`config.mk`:
```
export PLATFORM = sky130hd
export DESIGN_NAME = glyph_row_fetch
export DESIGN_NICKNAME = d
export VERILOG_FILES = /design/src/rtl/glyph_fetch_pkg.sv /design/src/rtl/gf_sp_ram.sv /design/src/rtl/gf_refresh_seq.sv /design/src/rtl/gf_row_assembler.sv /design/src/rtl/glyph_row_fetch.sv
export SDC_FILE = /design/constraint.sdc
export NUM_CORES = 2
export LEC_CHECK = 0
export ABC_AREA = 1
export CAP_MARGIN = 0
export CELL_PAD_IN_SITES_DETAIL_PLACEMENT = 0
export CELL_PAD_IN_SITES_GLOBAL_PLACEMENT = 2
export CORE_MARGIN = 1.5
export CORE_UTILIZATION = 42
export DETAILED_ROUTE_END_ITERATION = 10
export DONT_BUFFER_PORTS = 1
export GPL_ROUTABILITY_DRIVEN = 0
export HOLD_SLACK_MARGIN = 0.02
export PLACE_DENSITY = 0.84
export SKIP_CTS_REPAIR_TIMING = 1
export SYNTH_ARGS = -nofsm -noshare
export SYNTH_HDL_FRONTEND = slang
export SYNTH_SLANG_ARGS = --single-unit
export TNS_END_PERCENT = 100
```
`constraint.sdc`:
```
create_clock -name clk -period 3.1 [get_ports clk]
set_input_delay 0.62 -clock clk [delete_from_list [all_inputs] [get_ports clk]]
set_output_delay 0.62 -clock clk [all_outputs]
set_load 0.03 [all_outputs]
```
`src/rtl/glyph_fetch_pkg.sv`:
```
package glyph_fetch_pkg;

  localparam int CODE_W = 8;
  localparam int ROW_W  = 3;
  localparam int DOT_W  = 5;

  typedef enum logic [1:0] {
    TGT_CODE  = 2'd0,
    TGT_GLYPH = 2'd1,
    TGT_ICON  = 2'd2,
    TGT_NONE  = 2'd3
  } host_tgt_e;

  // Placeholder font: a cheap synthesizable stand-in for a mask ROM.
  function automatic logic [DOT_W-1:0] rom_dots(input logic [CODE_W-1:0] code,
                                                input logic [ROW_W-1:0]  row);
    return code[6:2] ^ {2'b00, row};
  endfunction

endpackage

```
`src/rtl/gf_sp_ram.sv`:
```
// Single-port synchronous RAM: a read updates rdata only when en && !we,
// so a write cycle leaves the last read value in place.
module gf_sp_ram #(
  parameter int WIDTH = 8,
  parameter int DEPTH = 16,
  localparam int AW   = (DEPTH > 1) ? $clog2(DEPTH) : 1
) (
  input  logic             clk,
  input  logic             en,
  input  logic             we,
  input  logic [AW-1:0]    addr,
  input  logic [WIDTH-1:0] wdata,
  output logic [WIDTH-1:0] rdata
);

  logic [WIDTH-1:0] mem [DEPTH];

  always_ff @(posedge clk) begin
    if (en) begin
      if (we) mem[addr] <= wdata;
      else    rdata     <= mem[addr];
    end
  end

endmodule

```
`src/rtl/gf_refresh_seq.sv`:
```
// Slot phase and refresh position counters.
module gf_refresh_seq #(
  parameter int NCHAR = 14,
  parameter int ROW_W = 3,
  localparam int CAW  = $clog2(NCHAR)
) (
  input  logic             clk,
  input  logic             rst,
  output logic             phase,
  output logic [CAW-1:0]   ch,
  output logic [ROW_W-1:0] com
);

  localparam logic [CAW-1:0] CH_LAST = CAW'(NCHAR - 1);

  always_ff @(posedge clk) begin
    if (rst) begin
      phase <= 1'b0;
      ch    <= '0;
      com   <= '0;
    end else begin
      phase <= ~phase;
      if (!phase) begin
        if (ch == CH_LAST) begin
          ch  <= '0;
          com <= com + 1'b1;
        end else begin
          ch <= ch + 1'b1;
        end
      end
    end
  end


  slot_alt_chk: assert property (@(posedge clk) disable iff (rst)
    !$past(rst) |-> (phase != $past(phase)));


  pos_hold_chk: assert property (@(posedge clk) disable iff (rst)
    !$past(rst) && $past(phase) |-> ($stable(ch) && $stable(com)));

endmodule

```
`src/rtl/gf_row_assembler.sv`:
```
// Collects one dot group per fetch and latches the whole row at its end.
module gf_row_assembler #(
  parameter int NCHAR = 14,
  parameter int DOT_W = 5,
  parameter int ROW_W = 3,
  localparam int CAW  = $clog2(NCHAR),
  localparam int NSEG = NCHAR * DOT_W
) (
  input  logic             clk,
  input  logic             rst,
  input  logic             fire,
  input  logic [CAW-1:0]   ch,
  input  logic [ROW_W-1:0] com,
  input  logic [DOT_W-1:0] dots,
  output logic [NSEG-1:0]  seg_out,
  output logic [ROW_W-1:0] com_out,
  output logic             row_stb
);

  localparam logic [CAW-1:0] CH_LAST = CAW'(NCHAR - 1);

  logic [NSEG-1:0] row_buf;
  logic [NSEG-1:0] merged;

  for (genvar p = 0; p < NCHAR; p++) begin : g_pos
    assign merged[p*DOT_W +: DOT_W] =
      (ch == CAW'(p)) ? dots : row_buf[p*DOT_W +: DOT_W];
  end

  always_ff @(posedge clk) begin
    if (rst) begin
      row_buf <= '0;
      seg_out <= '0;
      com_out <= '0;
      row_stb <= 1'b0;
    end else begin
      row_stb <= 1'b0;
      if (fire) begin
        row_buf <= merged;
        if (ch == CH_LAST) begin
          seg_out <= merged;
          com_out <= com;
          row_stb <= 1'b1;
        end
      end
    end
  end


  seg_hold_chk: assert property (@(posedge clk) disable iff (rst)
    !row_stb |-> ($stable(seg_out) && $stable(com_out)));

endmodule

```
`src/rtl/glyph_row_fetch.sv`:
```
module glyph_row_fetch
  import glyph_fetch_pkg::*;
#(
  parameter int NCHAR  = 14,
  parameter int NGLYPH = 32,
  parameter int HAW    = 8
) (
  input  logic                     clk,
  input  logic                     rst,
  input  logic                     host_we,
  input  logic [1:0]               host_tgt,
  input  logic [HAW-1:0]           host_addr,
  input  logic [CODE_W-1:0]        host_data,
  output logic                     host_slot,
  output logic [NCHAR*DOT_W-1:0]   seg_out,
  output logic [ROW_W-1:0]         com_out,
  output logic                     row_stb
);

  localparam int CAW   = $clog2(NCHAR);
  localparam int GIDX  = $clog2(NGLYPH);
  localparam int GDEP  = NGLYPH * (1 << ROW_W);
  localparam int GAW   = $clog2(GDEP);
  localparam int GAPW  = $clog2(2 * NCHAR + 1);
  localparam logic [ROW_W-1:0] ICON_ROW = '1;

  // Sequencer
  logic             phase;
  logic [CAW-1:0]   ch;
  logic [ROW_W-1:0] com;
  logic             fetch_en;

  gf_refresh_seq #(.NCHAR(NCHAR), .ROW_W(ROW_W)) u_seq (
    .clk   (clk),
    .rst   (rst),
    .phase (phase),
    .ch    (ch),
    .com   (com)
  );

  assign fetch_en  = ~phase;
  assign host_slot = phase;

  // Host write decode (host slots only)
  logic host_ok, in_char_range;
  logic code_we, glyph_we, icon_we;

  assign host_ok       = phase & host_we;
  assign in_char_range = host_addr < HAW'(NCHAR);
  assign code_we  = host_ok && (host_tgt == TGT_CODE)  && in_char_range;
  assign glyph_we = host_ok && (host_tgt == TGT_GLYPH);
  assign icon_we  = host_ok && (host_tgt == TGT_ICON)  && in_char_range;

  // Stage 1 bookkeeping: position issued on the previous fetch edge
  logic             s1_v;
  logic [CAW-1:0]   s1_ch;
  logic [ROW_W-1:0] s1_com;
  logic [CODE_W-1:0] code_q, icon_q, glyph_q;

  gf_sp_ram #(.WIDTH(CODE_W), .DEPTH(NCHAR)) u_code_ram (
    .clk   (clk),
    .en    (fetch_en | code_we),
    .we    (code_we),
    .addr  (fetch_en ? ch : host_addr[CAW-1:0]),
    .wdata (host_data),
    .rdata (code_q)
  );

  gf_sp_ram #(.WIDTH(CODE_W), .DEPTH(NCHAR)) u_icon_ram (
    .clk   (clk),
    .en    (fetch_en | icon_we),
    .we    (icon_we),
    .addr  (fetch_en ? ch : host_addr[CAW-1:0]),
    .wdata (host_data),
    .rdata (icon_q)
  );

  // Glyph RAM address: code bits form the high field, pixel row the low field.
  logic [GAW-1:0] glyph_fetch_addr;
  assign glyph_fetch_addr = {code_q[GIDX-1:0], s1_com};

  gf_sp_ram #(.WIDTH(CODE_W), .DEPTH(GDEP)) u_glyph_ram (
    .clk   (clk),
    .en    (fetch_en | glyph_we),
    .we    (glyph_we),
    .addr  (fetch_en ? glyph_fetch_addr : host_addr[GAW-1:0]),
    .wdata (host_data),
    .rdata (glyph_q)
  );

  // Stage 2 registers
  logic              s2_v;
  logic [CAW-1:0]    s2_ch;
  logic [ROW_W-1:0]  s2_com;
  logic [CODE_W-1:0] s2_code;
  logic [DOT_W-1:0]  s2_icon;

  always_ff @(posedge clk) begin
    if (rst) begin
      s1_v    <= 1'b0;
      s1_ch   <= '0;
      s1_com  <= '0;
      s2_v    <= 1'b0;
      s2_ch   <= '0;
      s2_com  <= '0;
      s2_code <= '0;
      s2_icon <= '0;
    end else if (fetch_en) begin
      s1_v    <= 1'b1;
      s1_ch   <= ch;
      s1_com  <= com;
      s2_v    <= s1_v;
      s2_ch   <= s1_ch;
      s2_com  <= s1_com;
      s2_code <= code_q;
      s2_icon <= icon_q[DOT_W-1:0];
    end
  end

  // Source selection
  logic [DOT_W-1:0] dots;
  logic             use_ram;

  assign use_ram = (s2_code[CODE_W-1:GIDX] == '0);

  always_comb begin
    if (s2_com == ICON_ROW)  dots = s2_icon;
    else if (use_ram)        dots = glyph_q[DOT_W-1:0];
    else                     dots = rom_dots(s2_code, s2_com);
  end

  gf_row_assembler #(.NCHAR(NCHAR), .DOT_W(DOT_W), .ROW_W(ROW_W)) u_asm (
    .clk     (clk),
    .rst     (rst),
    .fire    (fetch_en & s2_v),
    .ch      (s2_ch),
    .com     (s2_com),
    .dots    (dots),
    .seg_out (seg_out),
    .com_out (com_out),
    .row_stb (row_stb)
  );

  // Strobe spacing and row order watch
  logic [GAPW-1:0]  gap_cnt;
  logic             stb_seen;
  logic [ROW_W-1:0] last_com;

  always_ff @(posedge clk) begin
    if (rst) begin
      gap_cnt  <= '0;
      stb_seen <= 1'b0;
      last_com <= '0;
    end else if (row_stb) begin
      gap_cnt  <= '0;
      stb_seen <= 1'b1;
      last_com <= com_out;
    end else begin
      gap_cnt <= gap_cnt + 1'b1;
    end
  end


  stb_gap_chk: assert property (@(posedge clk) disable iff (rst)
    row_stb && stb_seen |-> (gap_cnt == GAPW'(2 * NCHAR - 1)));


  com_step_chk: assert property (@(posedge clk) disable iff (rst)
    row_stb && stb_seen |-> (com_out == last_com + 1'b1));


  first_row_chk: assert property (@(posedge clk) disable iff (rst)
    row_stb && !stb_seen |-> (com_out == '0));


  fetch_slot_wr_chk: assert property (@(posedge clk) disable iff (rst)
    host_slot == 1'b0 |-> !(code_we || glyph_we || icon_we));


  reset_out_chk: assert property (@(posedge clk)
    rst |=> (seg_out == '0 && com_out == '0 && !row_stb));

endmodule

```
---- Word-level counts from Yosys, hierarchy flattened ----
Memories as Yosys holds them, arrays and structs flattened. A register that Yosys moved wholly into a read port is not among the register bits.
Cells that the tools add are included.
storage, ports and cells
  memories kept ........................... 3
  logic and storage cells ................. 92
  memory bits (writable) .................. 2272
  output and inout bits ................... 75
  flip-flop bits (word level) ............. 181
  input port bits ......................... 21
cells by class
  muxes and demuxes ....................... 29
  bitwise operators ....................... 11
  equality and inequality tests ........... 17
  reduce and logical (&&, ||, !) cells .... 14
  order comparisons ....................... 1
  add/subtract/negate cells ............... 2
memory list
  memory           words  bits a word  rd ports  clocked after Yosys merged registers in  wr ports  RTL line         source
  u_glyph_ram.mem  256    8            1         1                                        1         gf_sp_ram.sv:16  logic [WIDTH-1:0] mem [DEPTH];
  u_code_ram.mem   14     8            1         1                                        1         gf_sp_ram.sv:16
  u_icon_ram.mem   14     8            1         1                                        1         gf_sp_ram.sv:16
operators with widths
  operator                                             count
  2-to-1 mux 5 bit                                     16
  == test 4 bit (second input constant)                7
  == test 4 x 3 -> 1 bit (second input constant)       4
  2-to-1 mux 1 bit                                     10
  AND reduction 2 bit                                  5
  == test 4 x 2 -> 1 bit (second input constant)       2
  < comparator 8 x 4 -> 1 bit (second input constant)  1
  2-to-1 mux 4 bit                                     2
  2-to-1 mux 8 bit                                     1
  logical AND 1 bit                                    5
  inverter 1 bit                                       5
  XOR 5 x 3 -> 5 bit                                   1
  adder 4 x 1 -> 4 bit (second input constant)         1
  == test 4 x 1 -> 1 bit (second input constant)       1
  logical NOT 4 bit                                    1
  adder 3 x 1 -> 3 bit (second input constant)         1
  == test 3 bit (second input constant)                1
  logical NOT 3 bit                                    1
  bitwise OR 1 bit                                     3
  AND 1 bit                                            2
  == test 2 x 1 -> 1 bit (second input constant)       1
  == test 2 bit (second input constant)                1
  logical NOT 2 bit                                    1
  OR reduction 2 bit                                   1

---- Logic depth before layout (Yosys ltp) ----
  word-level depth ........................ 6
  depth in mapped cells ................... 18
  gate-level depth less buffers ........... 16

---- Cells and area by module ----
From an unflattened synthesis, not the netlist that was laid out.
second synthesis, totals
  cell total of the unflattened synthesis .. 10101
  area, all modules ....................... 102693.5 um^2
by module, submodules not included
  module                       area an instance (um^2)  seq. area each (um^2)  instances  cells each
  gf_sp_ram at u_glyph_ram     84835.1                  61739.2                1          7960
  gf_sp_ram at u_code_ram ...  4953.5                   3603.5                 2          458
  gf_row_assembler             6217.2                   2782.7                 1          970
  glyph_row_fetch              1380.1                   540.5                  1          206
  gf_refresh_seq               354.1                    160.2                  1          49

---- Worst setup path before layout ----
Ideal clock, no wire load.
  kind .................................... input -> register
  start point ............................. in host_addr[0]
  end point ............................... mem u_code_ram.mem[6][0], enable pin
  stages on the path ...................... 7
  arrival ................................. 2444 ps
  required time ........................... 2717 ps
  path buffers ............................ 2
  path slack .............................. 273 ps
  library setup time ...................... 383 ps
  cell sequence ........................... nand2_1 clkbuf_1 nand2_1 inv_2 clkbuf_1 nand2_1 nor3_1
between the ends
  word-level cells in the longest chain between the ends .. 5
  elaborated cells on any way between the ends .. 7
  classes of those cells .................. 1 x order compare; 4 x mux; 1 x bitwise; 1 x reduce/logical
ends and longest elaborated chain
  element                                               RTL line                                source
  from (decl)                                           glyph_row_fetch.sv:12                   input logic [HAW-1:0] host_addr,
  < comparator 8 x 4 -> 1 bit                           glyph_row_fetch.sv:49                   assign in_char_range = host_addr < HAW'(NCHAR);
  logical AND 1 bit                                     glyph_row_fetch.sv:50                   assign code_we = host_ok && (host_tgt == TGT_CODE) && in_char_range;
  2-to-1 mux 1 bit or bitwise OR 1 bit (tied branches)  gf_sp_ram.sv:20, glyph_row_fetch.sv:62
  2-to-1 mux 1 bit                                      gf_sp_ram.sv:19                         if (en) begin
  2-to-1 mux 1 bit (not written as such)                gf_sp_ram.sv:20                         if (we) mem[addr] <= wdata;
  to (decl)                                             gf_sp_ram.sv:16
Several ways; a longest one is shown, not always the timed one.

---- Worst setup path in the final report ----
  start point ............................. reg u_seq.phase
  end point ............................... reg u_glyph_ram.rdata[4], read port of u_glyph_ram.mem, data pin
between the ends
  word-level cells in the longest chain between the ends .. 4
  elaborated cells on any way between the ends .. 7
  classes of those cells .................. 1 x mux; 4 x bitwise; 2 x reduce/logical
ends and longest elaborated chain
  element                                             RTL line               source
  from (decl)                                         gf_refresh_seq.sv:9    output logic phase,
  from (signal assigned)                              gf_refresh_seq.sv:22   phase <= ~phase;
  AND 1 bit                                           glyph_row_fetch.sv:48  assign host_ok = phase & host_we;
  logical AND 1 bit                                   glyph_row_fetch.sv:51  assign glyph_we = host_ok && (host_tgt == TGT_GLYPH);
  bitwise OR 1 bit or inverter 1 bit (tied branches)  n/a
  AND reduction 2 bit (no source line)                n/a
  to (decl)                                           gf_sp_ram.sv:13        output logic [WIDTH-1:0] rdata
Several ways; a longest one is shown, not always the timed one.
A chain may end at the register's enable or synchronous reset.

==> metrics <==
FILL cells 14900; Synth-to-Final Area Change 15.9%; crit path capture type flop; layout cells sized above 1 10.3%; post-synthesis mux area share 0%; Worst Hold Class primary input to flop; Final ANT Viol Nets 0; routed wire length 194000 um; initial DRC count 4051; Tot Pwr 49.9 mW; Final WS setup 0.136 ns; DR DRC count 0; Final setup viols 0; Die Span X 409 um; CTS max path bufs 3; via count 48000; Rows 148; max-cap violation count 0; CP required 3.68 ns; shortest period the worst path allows 2.96 ns; Slew HR 15.3%; Worst Setup Start Kind flop; compound-cell area share of the yosys netlist 3.41%; Clk Latency, worst-skew pair 0.83 ns; commonest non-fill, non-tap cell in the layout nand2_1; CTS root buffer clkbuf_16; Max Fclk 337 MHz; nets@finish 7057; CP max stage cell dfxtp_2; initial antenna violation count 0; H-tree level count 4; CTS tree done; most frequent CP cell nand2_1; most frequent cells in the layout nand2_1, edfxtp_1, nand3_1, nor2_1, buf_4; Pre-antenna DRT Iters 6; die area 167000 um2; xor/xnor cell area share of the yosys netlist 0.0380%; kind of critical path flop to flop; largest family of logic cells by synthesized area simple AND/OR/NAND/NOR gates; height of the die 409 um; Post-Synth Simple-Gate Area 24.2%; Pint 37.6 mW; Cells after Synth 6845; Synth Cell Area 69100 um2; Num Clock Sinks 1654; largest net degree at the start of global routing 285; Seq pwr share 49.2%; Placeable Area 163000 um2; WL/cell 20.7 um; largest delay contributor family on the critical path simple AND/OR/NAND/NOR gates; I/O Pins 96; slowest cell delay on critical path 0.33 ns; fraction of the mapped netlist area in adder cells 0.0181%; Tot GR Track Use 22.8%; Least-Margin Pin Slew 1.27 ns; RSZ-0062 raised after global routing true; DPL Wire Length 113000 um; number of port buffers 0; Avg Vias per Cell 5.13; global-route wire length before repair 290000 um; Cell variety after synth 29; Initial Utilization 42.4%; CP max FO 99; Worst-path clk slew 0.06 ns; Avg Inst Size Synth 10.1 um2; Ys Warns 0; #FFs+latches synth 1654; total grt overflow 0; worst hold slack 0.117 ns; Pwr per Cell Area 623 nW/um2; multi-input logic area 19300 um2; final worst path period share 95.6%; Worst EP arrival 3.54 ns; CTS Buf Count 175; peak supply drop 0.626 mV; setup slack at placement -0.399 ns; final hold viol count 0; leakage 31.8 nW; sw power 12.3 mW; Mapped Nets 6867; clock network fraction of total power 41.4%; Buf/Inv on CP 4; vias in the first global route 46700; register area 47900 um2; status completed; sequential share of the synthesized area 69.3%; skew final 0.0222 ns; Slew Limit Fails 0; Comb power frac 9.4%; worst-path cell chain buf_4, nand2_4, nand2_4, buf_16, buf_4, nand2_1, nand2_1, nand2_1, nand2_1, nand2_1, nand2_1, o21ai_1, nand2_1, nor2_1, nor2_1, nor2_1, buf_4, nand2_1; Net Sw Frac 24.7%
[Yosys cell counts]
library cell | instances | area share, %
nand2_1 | 3297 | 18
edfxtp_1 | 1480 | 64
nand3_1 | 513 | 3.7
nor2_1 | 393 | 2.1
o21ai_0 | 232 | 1.7
clkbuf_1 | 216 | 1.2
dfxtp_1 | 174 | 5.0
buf_2 | 153 | 1.1
inv_1 | 71 | 0.39
a21oi_1 | 65 | 0.47
o21ai_1 | 64 | 0.46
a22oi_1 | 39 | 0.42
buf_1 | 39 | 0.21
nor3_1 | 30 | 0.22
o211ai_1 | 26 | 0.28
nand4_1 | 11 | 0.10
a31oi_1 | 7 | 0.063
inv_2 | 7 | 0.038
or2_2 | 6 | 0.054
nor3_2 | 5 | 0.072
buf_6 | 3 | 0.049
nand2_2 | 3 | 0.027
xnor2_1 | 3 | 0.038
buf_4 | 2 | 0.022
clkbuf_2 | 2 | 0.014
a211o_1 | 1 | 0.013
ha_1 | 1 | 0.018
nor4_1 | 1 | 0.0091
o21a_1 | 1 | 0.011
[metal layers]
metal	up-vias	part of all wire [%]	routed length (um)	track usage (%)
met3	242	5.2	10000	3.33
met5	-	0	0	0
met4	0	2.0	3870	5.59
li1	23300	-	-	-
met2	1172	48	92400	37.5
met1	23300	45	87400	31.9
[path summary, 6_finish.rpt]
kind	start	end	slack, ns	cells past startpoint
worst max-delay path	u_seq.phase	u_glyph_ram.rdata[4]	0.14	18
worst min-delay path	host_data[4]	u_glyph_ram.mem[201][4]	0.12	0
worst min register to register	s1_ch[3]	s1_ch[3]	0.46	2
worst max register to register	u_seq.phase	u_glyph_ram.rdata[4]	0.14	18
[worst reg2reg max path: cells and delay by family, from the launching register on]
family | cells | cell delay [ns]
and+or+nand+nor | 13 | 1.15
buffers and inverters | 4 | 0.97
DFF | 1 | 0.33
AOI/OAI and AO/OA | 1 | 0.27
[cells by family (layout without fill, tap and decap cells)]
logic type | Yosys count | in the layout
AO/OA/AOI/OAI | 435 | 435
XOR/XNOR | 3 | 3
adder cells (fa/ha/maj) | 1 | 1
buffers and inverters | 493 | 829
flip-flops | 1654 | 1654
other | 0 | 1
AND/OR/NAND/NOR | 4259 | 4259
[registers in the layout (all words and copies together), names as in the netlist, 5 cells and up]
signal / flops
u_icon_ram.mem: 70
s2_code: 6
u_asm.row_buf: 65
u_code_ram.mem: 112
u_code_ram.rdata: 8
u_glyph_ram.rdata: 5
u_icon_ram.rdata: 5
u_glyph_ram.mem: 1280
s2_icon: 5
u_asm.seg_out: 70
[per-stage QoR]
step	TNS (ns)	cells	util [%]	area, um2
5_1_grt	-0.121	9356	49.1	80200
4_1_cts	-0.867	9336	48.9	79800
3_3_place_gp	-1.15	9013	45.4	74100
2_1_floorplan	0	6845	-	69100
6_report	0	9357	49.1	80200
3_5_place_dp	-1.20	9013	45.4	74100
[final cells by class]
class / count / area share [%]
Tap cell: 2175 / 3.39
Timing Repair Buffer: 428 / 5.27
Sequential cell: 1654 / 59.8
Clock buffer: 210 / 5.71
Multi-Input combinational cell: 4698 / 24.1
Antenna cell: 1 / 0.00312
Clock inverter: 113 / 1.34
Inverter: 78 / 0.390
[power groups by stage]
stage | logic [mW] | clock network (mW) | registers [mW]
2_1_floorplan | 2.69 | 0 | 24.9
3_3_place_gp | 4.52 | 0 | 25.0
3_5_place_dp | 4.50 | 0 | 25.0
4_1_cts | 4.51 | 21.1 | 24.5
5_1_grt | 5.20 | 21.9 | 24.5
6_report | 4.70 | 20.7 | 24.5
Power figures use the tool's default switching activity.
